$ cat config.mk
export PLATFORM = sky130hd
export DESIGN_NAME = chan_coh_ctrl
export DESIGN_NICKNAME = d
export VERILOG_FILES = /design/src/rtl/chan_coh_pkg.sv /design/src/rtl/chan_coh_hold.sv /design/src/rtl/chan_coh_seq.sv /design/src/rtl/chan_coh_rdata.sv /design/src/rtl/chan_coh_ctrl.sv
export SDC_FILE = /design/constraint.sdc
export NUM_CORES = 1
export LEC_CHECK = 0
export ABC_AREA = 1
export ABC_CLOCK_PERIOD_IN_PS = 1300
export BUFFER_PORTS_ARGS = -buffer_cell sky130_fd_sc_hd__buf_2
export CAP_MARGIN = 15
export CORE_AREA = 2 2 121 123
export CTS_BUF_LIST = sky130_fd_sc_hd__clkbuf_2
export DETAILED_ROUTE_END_ITERATION = 8
export DIE_AREA = 0 0 123 125
export GPL_TIMING_DRIVEN = 1
export MAX_ROUTING_LAYER = met4
export PLACE_DENSITY = 0.77
export SLEW_MARGIN = 20
export SYNTH_ARGS = -nofsm -noshare
export SYNTH_HDL_FRONTEND = slang
export SYNTH_SLANG_ARGS = --single-unit
$ cat constraint.sdc
create_clock -name clk -period 1.3 [get_ports clk]
set_clock_uncertainty 0.15 [all_clocks]
set_input_delay 0.13 -clock clk [delete_from_list [all_inputs] [get_ports clk]]
set_output_delay 0.13 -clock clk [all_outputs]
set_load 0.05 [all_outputs]
$ cat src/rtl/chan_coh_pkg.sv
package chan_coh_pkg;

  typedef enum logic [1:0] {
    RT_CACHE = 2'd0,
    RT_MEM   = 2'd1,
    RT_CAST  = 2'd2
  } route_e;

  typedef enum logic [2:0] {
    S_IDLE  = 3'd0,
    S_LOOK  = 3'd1,
    S_CACHE = 3'd2,
    S_CAST  = 3'd3,
    S_MEM   = 3'd4,
    S_RESP  = 3'd5
  } seq_e;

  // Three-way target choice from the directory answers.
  function automatic route_e pick_route(input logic loc_hit,
                                        input logic oth_hit,
                                        input logic oth_dirty);
    if (loc_hit)                return RT_CACHE;
    else if (oth_hit && oth_dirty) return RT_CAST;
    else                        return RT_MEM;
  endfunction

endpackage

$ cat src/rtl/chan_coh_hold.sv
module chan_coh_hold #(
  parameter int ADDR_W = 16,
  parameter int DATA_W = 32
) (
  input  logic              clk,
  input  logic              rst_n,
  input  logic              take,
  input  logic              in_write,
  input  logic [ADDR_W-1:0] in_addr,
  input  logic [DATA_W-1:0] in_wdata,
  output logic              out_write,
  output logic [ADDR_W-1:0] out_addr,
  output logic [DATA_W-1:0] out_wdata
);

  always_ff @(posedge clk) begin
    if (!rst_n) begin
      out_write <= 1'b0;
      out_addr  <= '0;
      out_wdata <= '0;
    end else if (take) begin
      out_write <= in_write;
      out_addr  <= in_addr;
      out_wdata <= in_wdata;
    end
  end

endmodule

$ cat src/rtl/chan_coh_seq.sv
module chan_coh_seq
  import chan_coh_pkg::*;
(
  input  logic clk,
  input  logic rst_n,
  input  logic accept,
  input  logic loc_present,
  input  logic oth_present,
  input  logic oth_modified,
  input  logic cache_done,
  input  logic mem_done,
  input  logic co_done,
  output logic busy,
  output logic cache_go,
  output logic mem_go,
  output logic co_go,
  output logic clr_pulse,
  output logic rsp_pulse,
  output logic cache_fire,
  output logic mem_fire
);

  seq_e   state, state_nx;
  route_e route_now;
  logic   co_fire;

  assign route_now = pick_route(loc_present, oth_present, oth_modified);

  always_comb begin
    state_nx = state;
    unique case (state)
      S_IDLE:  if (accept) state_nx = S_LOOK;
      S_LOOK: begin
        unique case (route_now)
          RT_CACHE: state_nx = S_CACHE;
          RT_CAST:  state_nx = S_CAST;
          default:  state_nx = S_MEM;
        endcase
      end
      S_CACHE: if (cache_done) state_nx = S_RESP;
      S_CAST:  if (co_done)    state_nx = S_MEM;
      S_MEM:   if (mem_done)   state_nx = S_RESP;
      S_RESP:  state_nx = S_IDLE;
      default: state_nx = S_IDLE;
    endcase
  end

  always_ff @(posedge clk) begin
    if (!rst_n) state <= S_IDLE;
    else        state <= state_nx;
  end

  assign busy       = (state != S_IDLE);
  assign cache_go   = (state == S_CACHE);
  assign mem_go     = (state == S_MEM);
  assign co_go      = (state == S_CAST);
  assign rsp_pulse  = (state == S_RESP);
  assign cache_fire = cache_go && cache_done;
  assign mem_fire   = mem_go && mem_done;
  assign co_fire    = co_go && co_done;

  always_ff @(posedge clk) begin
    if (!rst_n) clr_pulse <= 1'b0;
    else        clr_pulse <= co_fire;
  end

  a_r6_single: assert property (@(posedge clk) disable iff (!rst_n)
    accept |=> busy);
  a_r4_hold_mem: assert property (@(posedge clk) disable iff (!rst_n)
    (co_go && !co_done) |=> !mem_go);
  a_r4_then_mem: assert property (@(posedge clk) disable iff (!rst_n)
    (co_go && co_done) |=> mem_go);
  a_r5_clear: assert property (@(posedge clk) disable iff (!rst_n)
    (co_go && co_done) |=> clr_pulse);
  a_r5_once: assert property (@(posedge clk) disable iff (!rst_n)
    clr_pulse |=> !clr_pulse);
  a_r7_pulse: assert property (@(posedge clk) disable iff (!rst_n)
    rsp_pulse |=> (!rsp_pulse && !busy));
  a_r7_after_done: assert property (@(posedge clk) disable iff (!rst_n)
    (cache_fire || mem_fire) |=> rsp_pulse);

endmodule

$ cat src/rtl/chan_coh_rdata.sv
module chan_coh_rdata #(
  parameter int DATA_W = 32
) (
  input  logic              clk,
  input  logic              rst_n,
  input  logic              cache_fire,
  input  logic [DATA_W-1:0] cache_rdata,
  input  logic              mem_fire,
  input  logic [DATA_W-1:0] mem_rdata,
  output logic [DATA_W-1:0] rsp_rdata
);

  always_ff @(posedge clk) begin
    if (!rst_n)          rsp_rdata <= '0;
    else if (cache_fire) rsp_rdata <= cache_rdata;
    else if (mem_fire)   rsp_rdata <= mem_rdata;
  end

endmodule

$ cat src/rtl/chan_coh_ctrl.sv
module chan_coh_ctrl #(
  parameter int ADDR_W = 16,
  parameter int DATA_W = 32
) (
  input  logic              clk,
  input  logic              rst_n,
  input  logic              req_valid,
  output logic              req_ready,
  input  logic              req_write,
  input  logic [ADDR_W-1:0] req_addr,
  input  logic [DATA_W-1:0] req_wdata,
  output logic              rsp_valid,
  output logic [DATA_W-1:0] rsp_rdata,
  output logic              dir_lookup,
  output logic [ADDR_W-1:0] dir_addr,
  input  logic              loc_present,
  input  logic              oth_present,
  input  logic              oth_modified,
  output logic              oth_clr_mod,
  output logic [ADDR_W-1:0] oth_clr_addr,
  output logic              cache_req,
  output logic              cache_write,
  output logic [ADDR_W-1:0] cache_addr,
  output logic [DATA_W-1:0] cache_wdata,
  input  logic [DATA_W-1:0] cache_rdata,
  input  logic              cache_done,
  output logic              mem_req,
  output logic              mem_write,
  output logic [ADDR_W-1:0] mem_addr,
  output logic [DATA_W-1:0] mem_wdata,
  input  logic [DATA_W-1:0] mem_rdata,
  input  logic              mem_done,
  output logic              co_req,
  output logic [ADDR_W-1:0] co_addr,
  input  logic              co_done
);

  logic              accept, busy;
  logic              h_write;
  logic [ADDR_W-1:0] h_addr;
  logic [DATA_W-1:0] h_wdata;
  logic              cache_go, mem_go, co_go;
  logic              cache_fire, mem_fire;

  assign req_ready  = !busy;
  assign accept     = req_valid && req_ready;
  assign dir_lookup = accept;
  assign dir_addr   = req_addr;

  chan_coh_hold #(.ADDR_W(ADDR_W), .DATA_W(DATA_W)) u_hold (
    .clk(clk), .rst_n(rst_n), .take(accept),
    .in_write(req_write), .in_addr(req_addr), .in_wdata(req_wdata),
    .out_write(h_write), .out_addr(h_addr), .out_wdata(h_wdata)
  );

  chan_coh_seq u_seq (
    .clk(clk), .rst_n(rst_n), .accept(accept),
    .loc_present(loc_present), .oth_present(oth_present),
    .oth_modified(oth_modified),
    .cache_done(cache_done), .mem_done(mem_done), .co_done(co_done),
    .busy(busy), .cache_go(cache_go), .mem_go(mem_go), .co_go(co_go),
    .clr_pulse(oth_clr_mod), .rsp_pulse(rsp_valid),
    .cache_fire(cache_fire), .mem_fire(mem_fire)
  );

  chan_coh_rdata #(.DATA_W(DATA_W)) u_rdata (
    .clk(clk), .rst_n(rst_n),
    .cache_fire(cache_fire), .cache_rdata(cache_rdata),
    .mem_fire(mem_fire), .mem_rdata(mem_rdata),
    .rsp_rdata(rsp_rdata)
  );

  assign cache_req    = cache_go;
  assign cache_write  = h_write;
  assign cache_addr   = h_addr;
  assign cache_wdata  = h_wdata;
  assign mem_req      = mem_go;
  assign mem_write    = h_write;
  assign mem_addr     = h_addr;
  assign mem_wdata    = h_wdata;
  assign co_req       = co_go;
  assign co_addr      = h_addr;
  assign oth_clr_addr = h_addr;

  a_r2_excl: assert property (@(posedge clk) disable iff (!rst_n)
    cache_req |-> (!mem_req && !co_req));
  a_r1_once: assert property (@(posedge clk) disable iff (!rst_n)
    dir_lookup |=> !dir_lookup);
  a_r6_no_accept: assert property (@(posedge clk) disable iff (!rst_n)
    (cache_req || mem_req || co_req) |-> !req_ready);

endmodule

==> results of run 1 <==
-- final cells by class --
| cell class | instances | area share |
|---|---|---|
| Antenna cell | 3 | 0.000681 |
| Clock buffer | 9 | 0.00408 |
| Clock inverter | 7 | 0.00454 |
| Inverter | 43 | 0.0170 |
| Multi-Input combinational cell | 348 | 0.228 |
| Sequential cell | 85 | 0.177 |
| Tap cell | 184 | 0.0209 |
| Timing Repair Buffer | 539 | 0.545 |
| Timing Repair inverter | 2 | 0.00204 |
-- what timing repair did --
action	in CTS	in global routing
setup buffers	54	30
resized for setup	740	217
cloned	15	2
setup endpoints to repair	254	256
pin swaps	45	62
hold endpoints to repair	85	2
-- how the worst max path moves through the flow --
stage | startpoint | to | slack (ns) | cells after the start
2_1_floorplan | u_seq.state[1] | u_hold.out_addr[0] | -0.32 | 9
3_3_place_gp | u_seq.state[1] | u_rdata.rsp_rdata[7] | -0.25 | 6
3_5_place_dp | u_seq.state[2] | u_rdata.rsp_rdata[12] | -0.30 | 6
4_1_cts | u_seq.state[1] | dir_lookup | -0.59 | 6
5_1_grt | u_seq.state[0] | dir_lookup | -0.65 | 6
6_report | u_seq.state[1] | u_hold.out_wdata[0] | -0.56 | 12
-- stage by stage --
| step | cells | hold WS (ns) | utilization | total power [mW] | worst slack (ns) |
|---|---|---|---|---|---|
| final | 1220 | -0.0621 | 0.776 | 21.0 | -0.565 |
| after global placement | 995 | 0.229 | 0.404 | 12.1 | -0.253 |
| after detailed placement | 995 | 0.233 | 0.404 | 12.2 | -0.298 |
| after floorplan | 607 | 0.100 | - | 10.7 | -0.319 |
| after global routing | 1220 | -0.0914 | 0.776 | 21.7 | -0.650 |
| after CTS | 1200 | -0.0546 | 0.721 | 19.0 | -0.589 |
-- critical path: cells and delay by family (launching register included) --
family | cells | cell delay [ns]
buffers and inverters | 7 | 0.71
flip-flops | 1 | 0.42
AND/OR/NAND/NOR | 4 | 0.35
AO/OA/AOI/OAI | 1 | 0.18
-- routing by layer --
metal,part of all wire,wire (µm)
met1,0.33,8670
met2,0.52,13700
met3,0.079,2080
met4,0.074,1940
met5,0,0
-- cell usage after synthesis (all sizes together) --
master	number
nand3b	2
inv	43
a21oi	82
nor4	1
clkbuf	9
nand2	210
buf	122
a21boi	1
nand3	5
dfxtp	85
o21ai	33
nor2	12
nor3	2
-- kinds of logic (layout without fill, tap and decap cells) --
| group | count (synthesis) | in the layout |
|---|---|---|
| AOI/OAI and AO/OA | 116 | 116 |
| buffers and inverters | 174 | 600 |
| and+or+nand+nor | 232 | 232 |
| DFF | 85 | 85 |
| other | 0 | 3 |
-- power by group through the flow --
stage / Sequential (mW) / Clock, mW / Combinational (mW)
final: 4.29 / 1.30 / 15.4
after global placement: 3.63 / 0 / 8.48
after CTS: 4.16 / 1.31 / 13.5
after global routing: 4.36 / 1.45 / 15.9
after detailed placement: 3.65 / 0 / 8.54
after floorplan: 5.33 / 0 / 5.40
-- flip-flops by register name, summed over array words and instances, names as in the netlist --
signal             count
u_seq.state            3
u_hold.out_write       1
u_seq.clr_pulse        1
u_hold.out_addr       16
u_hold.out_wdata      32
u_rdata.rsp_rdata     32
==> impl_metrics.sql, run 1 <==
INSERT INTO impl_metrics (metric_group, metric, value, unit) VALUES
('power_and_ir_drop', 'clockPowerShare', '0.062', ''),
('power_and_ir_drop', 'power.internal', '10.5', 'mW'),
('power_and_ir_drop', 'power_switching', '10.5', 'mW'),
('sta', 'rsz0062_at_grt', 'yes', ''),
('hold_path', 'worstHoldEndpoint', 'u_hold.out_write', ''),
('worst_setup_path', 'crit_arrival', '2.25', 'ns'),
('worst_setup_path', 'r2r.worst_path.cells', '12', ''),
('drt', 'post_route_drc', '0', ''),
('worst_setup_path', 'timing.rr.start', 'u_seq.state[1]', ''),
('cts', 'htree_num_levels', '3', ''),
('die', 'floorplan.rows', '44', ''),
('drt', 'postRouteAntennaNets', '0', ''),
('sta', 'report.final.setup_viol', '253', ''),
('sta', 'clock.fmax', '536', 'MHz'),
('layout', 'finalNetCount', '1150', ''),
('global_routing', 'grt_antenna_before_repair', '3', ''),
('die', 'die-area', '15400', 'µm²'),
('logic_synthesis', 'yosys-mux-area-fraction', '0', ''),
('worst_setup_path', 'worst_setup_path_end_kind', 'flip-flop', ''),
('power_and_ir_drop', 'cellLeakagePower', '4.91', 'nW'),
('worst_setup_path', 'crit_chain', 'inv_4 -> nand2_4 -> nor2_4 -> nand2_4 -> inv_8 -> buf_4 -> buf_6 -> buf_12 -> buf_12 -> buf_12 -> nand2_2 -> a21oi_2', ''),
('sta', 'finalWorstSetupSlack', '-0.565', 'ns'),
('logic_synthesis', 'synthesis.nets', '729', ''),
('sta', 'drv_slew', '0', ''),
('drt', 'drt-pass1-iter-count', '5', ''),
('layout', 'multiInputGateArea', '2520', 'µm²'),
('power_and_ir_drop', 'power.sequential.fraction', '0.205', ''),
('logic_synthesis', 'netlist_top_cells_area', 'dfxtp_1, nand2_1, buf_4', ''),
('cts', 'tritoncts_clock_tree', 'yes', ''),
('logic_synthesis', 'synth.top_cell.area_share', '0.379', ''),
('drt', 'routed-via-count', '6094', ''),
('logic_synthesis', 'cell_count_after_synthesis', '607', ''),
('worst_setup_path', 'crit_path_frequent_cell', 'buf_12', ''),
('hold_path', 'timing.hold.worst_path_depth', '5', ''),
('global_routing', 'grt_pass1_wl', '35.3', 'mm'),
('logic_synthesis', 'per_instance_average_area_after_synthesis', '7.40', 'µm²'),
('hold_path', 'worst_hold_startpoint', 'req_valid', ''),
('global_routing', 'grt_max_degree', '59', ''),
('layout', 'final_common_cell', 'buf_8', ''),
('power_and_ir_drop', 'switching_fraction', '0.498', ''),
('worst_setup_path', 'worst-r2r-setup-slack', '-0.56', 'ns'),
('worst_setup_path', 'timing.critical_path.slowest_cell_delay', '0.42', 'ns'),
('sta', 'timing.final.hold_violations', '2', ''),
('global_routing', 'use_met1', '0.283', ''),
('drt', 'drt-wirelength-per-cell', '21.6', 'µm'),
('power_and_ir_drop', 'power_density', '1900', 'nW/µm²'),
('drt', 'detail_route.vias_per_cell', '5.00', ''),
('hold_path', 'path_category_of_the_worst_min_delay_check', 'input port to flip-flop', ''),
('status', 'failing_checks', 'hold timing, setup timing', ''),
('global_routing', 'grt_util_met3', '0.0880', ''),
('logic_synthesis', 'synthSimpleGateAreaFrac', '0.205', ''),
('logic_synthesis', 'netlist_area', '4490', 'µm²'),
('logic_synthesis', 'dominant_combinational_cell_family_by_area_after_synthesis', 'buffers and inverters', ''),
('sta', 'worst_hold_slack', '-0.0621', 'ns'),
('die', 'die_w', '123', 'µm'),
('cts', 'ctsLongestPathBuffers', '2', ''),
('worst_setup_path', 'worst-endpoint-required', '1.68', 'ns'),
('die', 'initial_core_util', '0.316', ''),
('status', 'status', 'finished with violations', ''),
('logic_synthesis', 'xor_xnor_share_of_the_synthesized_area', '0', ''),
('cts', 'insertion_delay', '0.58', 'ns'),
('worst_setup_path', 'reg2reg_to', 'u_hold.out_wdata[0]', ''),
('drt', 'dr.first_iter.drc_count', '299', ''),
('global_routing', 'first_global_vias', '6419', ''),
('logic_synthesis', 'synth_compound_gate_area_share', '0.168', ''),
('global_routing', 'top_usage_layer', 'met2', ''),
('logic_synthesis', 'synthDistinctLibCells', '22', ''),
('sta', 'transition_time_at_the_pin_with_the_least_slew_margin', '0.428', 'ns'),
('die', 'io-pin-count', '307', ''),
('logic_synthesis', 'synth_area_leader_cell', 'dfxtp_1', ''),
('layout', 'final-seq-area', '1950', 'µm²');
Note: power is estimated with default switching activity, not from simulation.
==> run 2: changes to the inputs <==
--- a/config.mk
+++ b/config.mk
@@ -6,16 +6,17 @@
 export NUM_CORES = 1
 export LEC_CHECK = 0
 export ABC_AREA = 1
-export ABC_CLOCK_PERIOD_IN_PS = 1300
+export ABC_CLOCK_PERIOD_IN_PS = 1900
 export BUFFER_PORTS_ARGS = -buffer_cell sky130_fd_sc_hd__buf_2
 export CAP_MARGIN = 15
-export CORE_AREA = 2 2 121 123
+export CORE_AREA = 2 2 119 121
 export CTS_BUF_LIST = sky130_fd_sc_hd__clkbuf_2
 export DETAILED_ROUTE_END_ITERATION = 8
-export DIE_AREA = 0 0 123 125
+export DIE_AREA = 0 0 121 123
+export GPL_ROUTABILITY_DRIVEN = 0
 export GPL_TIMING_DRIVEN = 1
 export MAX_ROUTING_LAYER = met4
-export PLACE_DENSITY = 0.77
+export PLACE_DENSITY = 0.76
 export SLEW_MARGIN = 20
 export SYNTH_ARGS = -nofsm -noshare
 export SYNTH_HDL_FRONTEND = slang
==> constraint.sdc (replaced) <==
create_clock -name clk -period 1.9 [get_ports clk]
set_clock_uncertainty 0.15 [all_clocks]
set_input_delay 0.19 -clock clk [delete_from_list [all_inputs] [get_ports clk]]
set_output_delay 0.19 -clock clk [all_outputs]
set_load 0.05 [all_outputs]
==> run 2 against run 1 <==
  * The run now ends clean
  * Critical endpoint is now dir_lookup
  * Wire length is 39% lower
  * Sequential share of layout area rose by 6.8 points
  * Clock power fell by 20%
  * Register-to-register slack improved by 0.69 ns
  * Global-route usage fell by 10 points
  * First-iteration DRC count down 27%
  * Non-clock buffer count is 88 lower
  * Cell count fell by 7.8%
  * Critical path depth fell by 6
==> impl_metrics.sql, run 2 (synthesized netlist as in run 1, its figures left out) <==
INSERT INTO impl_metrics (metric_group, metric, value, unit) VALUES
('die', 'placeableCoreArea', '13600', 'µm²'),
('layout', 'finalNetCount', '1060', ''),
('place', 'placedCellCount', '975', ''),
('drt', 'drt-pass1-iter-count', '4', ''),
('worst_setup_path', 'worst-endpoint-required', '1.56', 'ns'),
('worst_setup_path', 'critical-path-slowest-cell', 'dfxtp_4', ''),
('cts', 'tritoncts_clock_tree', 'yes', ''),
('die', 'floorplan.rows', '43', ''),
('worst_setup_path', 'worst_setup_path_end_kind', 'output pin', ''),
('layout', 'synthToLayoutAreaGrowth', '55.5', '%'),
('power_and_ir_drop', 'switching_fraction', '0.567', ''),
('die', 'initial_core_util', '0.330', ''),
('power_and_ir_drop', 'cellLeakagePower', '3.64', 'nW'),
('sta', 'transition_time_at_the_pin_with_the_least_slew_margin', '0.424', 'ns'),
('global_routing', 'grt_antenna_before_repair', '1', ''),
('drt', 'routed-via-count', '5114', ''),
('global_routing', 'grt_pass1_wl', '23.7', 'mm'),
('worst_setup_path', 'crit_arrival', '1.55', 'ns'),
('sta', 'fin_crit_sh', '0.995', ''),
('worst_setup_path', 'worstSetupStartpointType', 'flip-flop', ''),
('power_and_ir_drop', 'vdd_drop_max', '0.000532', 'V'),
('global_routing', 'grt.overflow.total', '0', ''),
('global_routing', 'first_global_vias', '4920', ''),
('worst_setup_path', 'crit_chain', 'inv_6 -> nand2_4 -> nor2_4 -> nand2_4 -> inv_8 -> buf_8', ''),
('die', 'io-pin-count', '307', ''),
('cts', 'cts_sinks', '85', ''),
('drt', 'drt-wirelength-per-cell', '14.3', 'µm'),
('drt', 'drt_wl_total', '16.1', 'mm'),
('power_and_ir_drop', 'combPwrFrac', '0.632', ''),
('sta', 'drv_slew', '0', ''),
('place', 'placement.io_buffers', '306', ''),
('cts', 'ctsLongestPathBuffers', '2', ''),
('cts', 'htree_num_levels', '3', ''),
('power_and_ir_drop', 'power_switching', '5.43', 'mW'),
('layout', 'final_common_cell', 'buf_2', ''),
('sta', 'timing.final.hold_violations', '0', ''),
('global_routing', 'gr-usage-all-layers', '0.214', ''),
('power_and_ir_drop', 'power_density', '1370', 'nW/µm²'),
('drt', 'dr.first_iter.drc_count', '219', ''),
('die', 'die-area', '14900', 'µm²'),
('power_and_ir_drop', 'power.internal', '4.14', 'mW'),
('global_routing', 'grt_max_degree', '65', ''),
('layout', 'largestRegisters', 'u_hold.out_wdata (32), u_rdata.rsp_rdata (32), u_hold.out_addr (16)', ''),
('cts', 'insertion_delay', '0.57', 'ns'),
('cts', 'cts.reportedPaths.clkPinSlew', '0.28', 'ns'),
('drt', 'post_route_drc', '0', ''),
('sta', 'report.final.setup_viol', '0', ''),
('drt', 'postRouteAntennaNets', '0', ''),
('status', 'status', 'complete, no violations', ''),
('run', 'cap_viol_max_count', '0', ''),
('power_and_ir_drop', 'power.sequential.fraction', '0.260', ''),
('cts', 'root_buffer', 'clkbuf_2', ''),
('place', 'dp.final_hpwl', '9.84', 'mm'),
('worst_setup_path', 'crit_path_frequent_cell', 'nand2_4', ''),
('sta', 'slew-limit-headroom', '0.717', ''),
('layout', 'most-common-layout-cells', 'buf_2, nand2_1, dlygate4sd3_1, dfxtp_1, a21oi_1', ''),
('sta', 'clock.fmax', '529', 'MHz'),
('cts', 'numCtsBuffers', '9', ''),
('layout', 'utilization', '0.513', ''),
('worst_setup_path', 'crit_type', 'flip-flop to output pin', ''),
('layout', 'layout_cells_sized_above_1', '0.438', ''),
('worst_setup_path', 'timing.critical_path.slowest_cell_delay', '0.42', 'ns'),
('sta', 'rsz0062_at_grt', 'yes', ''),
('worst_setup_path', 'path_max_fanout', '3', ''),
('drt', 'detail_route.vias_per_cell', '4.55', ''),
('die', 'die_w', '121', 'µm'),
('die', 'fp.dieH', '123', 'µm'),
('power_and_ir_drop', 'clockPowerShare', '0.109', ''),
('hold_path', 'path_category_of_the_worst_min_delay_check', 'input port to flip-flop', ''),
('layout', 'finish.cell_count_without_fillers', '1125', ''),
('sta', 'timing.final.crit_period', '1.89', 'ns'),
('sta', 'finalSetupTns', '0', 'ns');
==> run 2: cell count changes in the layout (fill, tap and decap cells not counted), sizes merged <==
cell | before | now
clkinvlp | 3 | 2
diode | 3 | 2
buf | 417 | 330
bufinv | 0 | 1
clkbuf | 10 | 9
clkinv | 4 | 2
==> run 2: stage by stage <==
stage	cell area (µm²)	hold WS [ns]	setup WS, ns	total power [mW]
2_1_floorplan	4500	0.160	0.207	7.21
3_3_place_gp	5430	0.288	0.263	7.85
3_5_place_dp	5430	0.295	0.179	7.89
4_1_cts	6950	0.130	-0.0939	9.51
5_1_grt	6980	0.122	-0.117	10.1
6_report	6980	0.198	0.0104	9.57
==> run 2: power by group through the flow <==
stage                     Clock (mW)  Combinational, mW  Sequential [mW]
final                           1.04               6.04             2.49
after global placement             0               5.35             2.50
after detailed placement           0               5.38             2.51
after global routing            1.14               6.40             2.53
after CTS                       1.08               5.95             2.47
after floorplan                    0               3.56             3.64
==> run 2: worst paths after layout <==
check,start,to,slack (ns),depth (start not counted)
max,u_seq.state[0],dir_lookup,0.01,6
max reg2reg,u_seq.state[1],u_rdata.rsp_rdata[2],0.13,8
min,req_wdata[29],u_hold.out_wdata[29],0.20,4
min reg2reg,u_rdata.rsp_rdata[20],u_rdata.rsp_rdata[20],0.33,2
==> run 2: cell type report <==
class,count,area (µm²)
Antenna cell,2,5.00
Clock buffer,9,45.0
Clock inverter,7,82.6
Fill cell,1217,6630
Inverter,43,181
Multi-Input combinational cell,348,1710
Sequential cell,85,1710
Tap cell,180,225
Timing Repair Buffer,451,3020
==> run 2: what timing repair did <==
action,4_1_cts,5_1_grt
endpoints found under the setup margin,6,24
gates resized for setup,33,8
setup buffers,10,1
hold buffers,121,0
hold endpoints to repair,85,0
gates cloned,0,0
pin swaps,4,4
==> run 2: per-layer routing <==
layer	track usage	wire, µm
met1	0.216	5880
met2	0.384	8370
met3	0.0572	1320
met4	0.101	525
met5	-	0
==> run 2: critical path, delay by kind of cell (launching register included) <==
| kind | cells | cell delay [ns] |
|---|---|---|
| DFF | 1 | 0.42 |
| and+or+nand+nor | 3 | 0.27 |
| buffers and inverters | 3 | 0.28 |
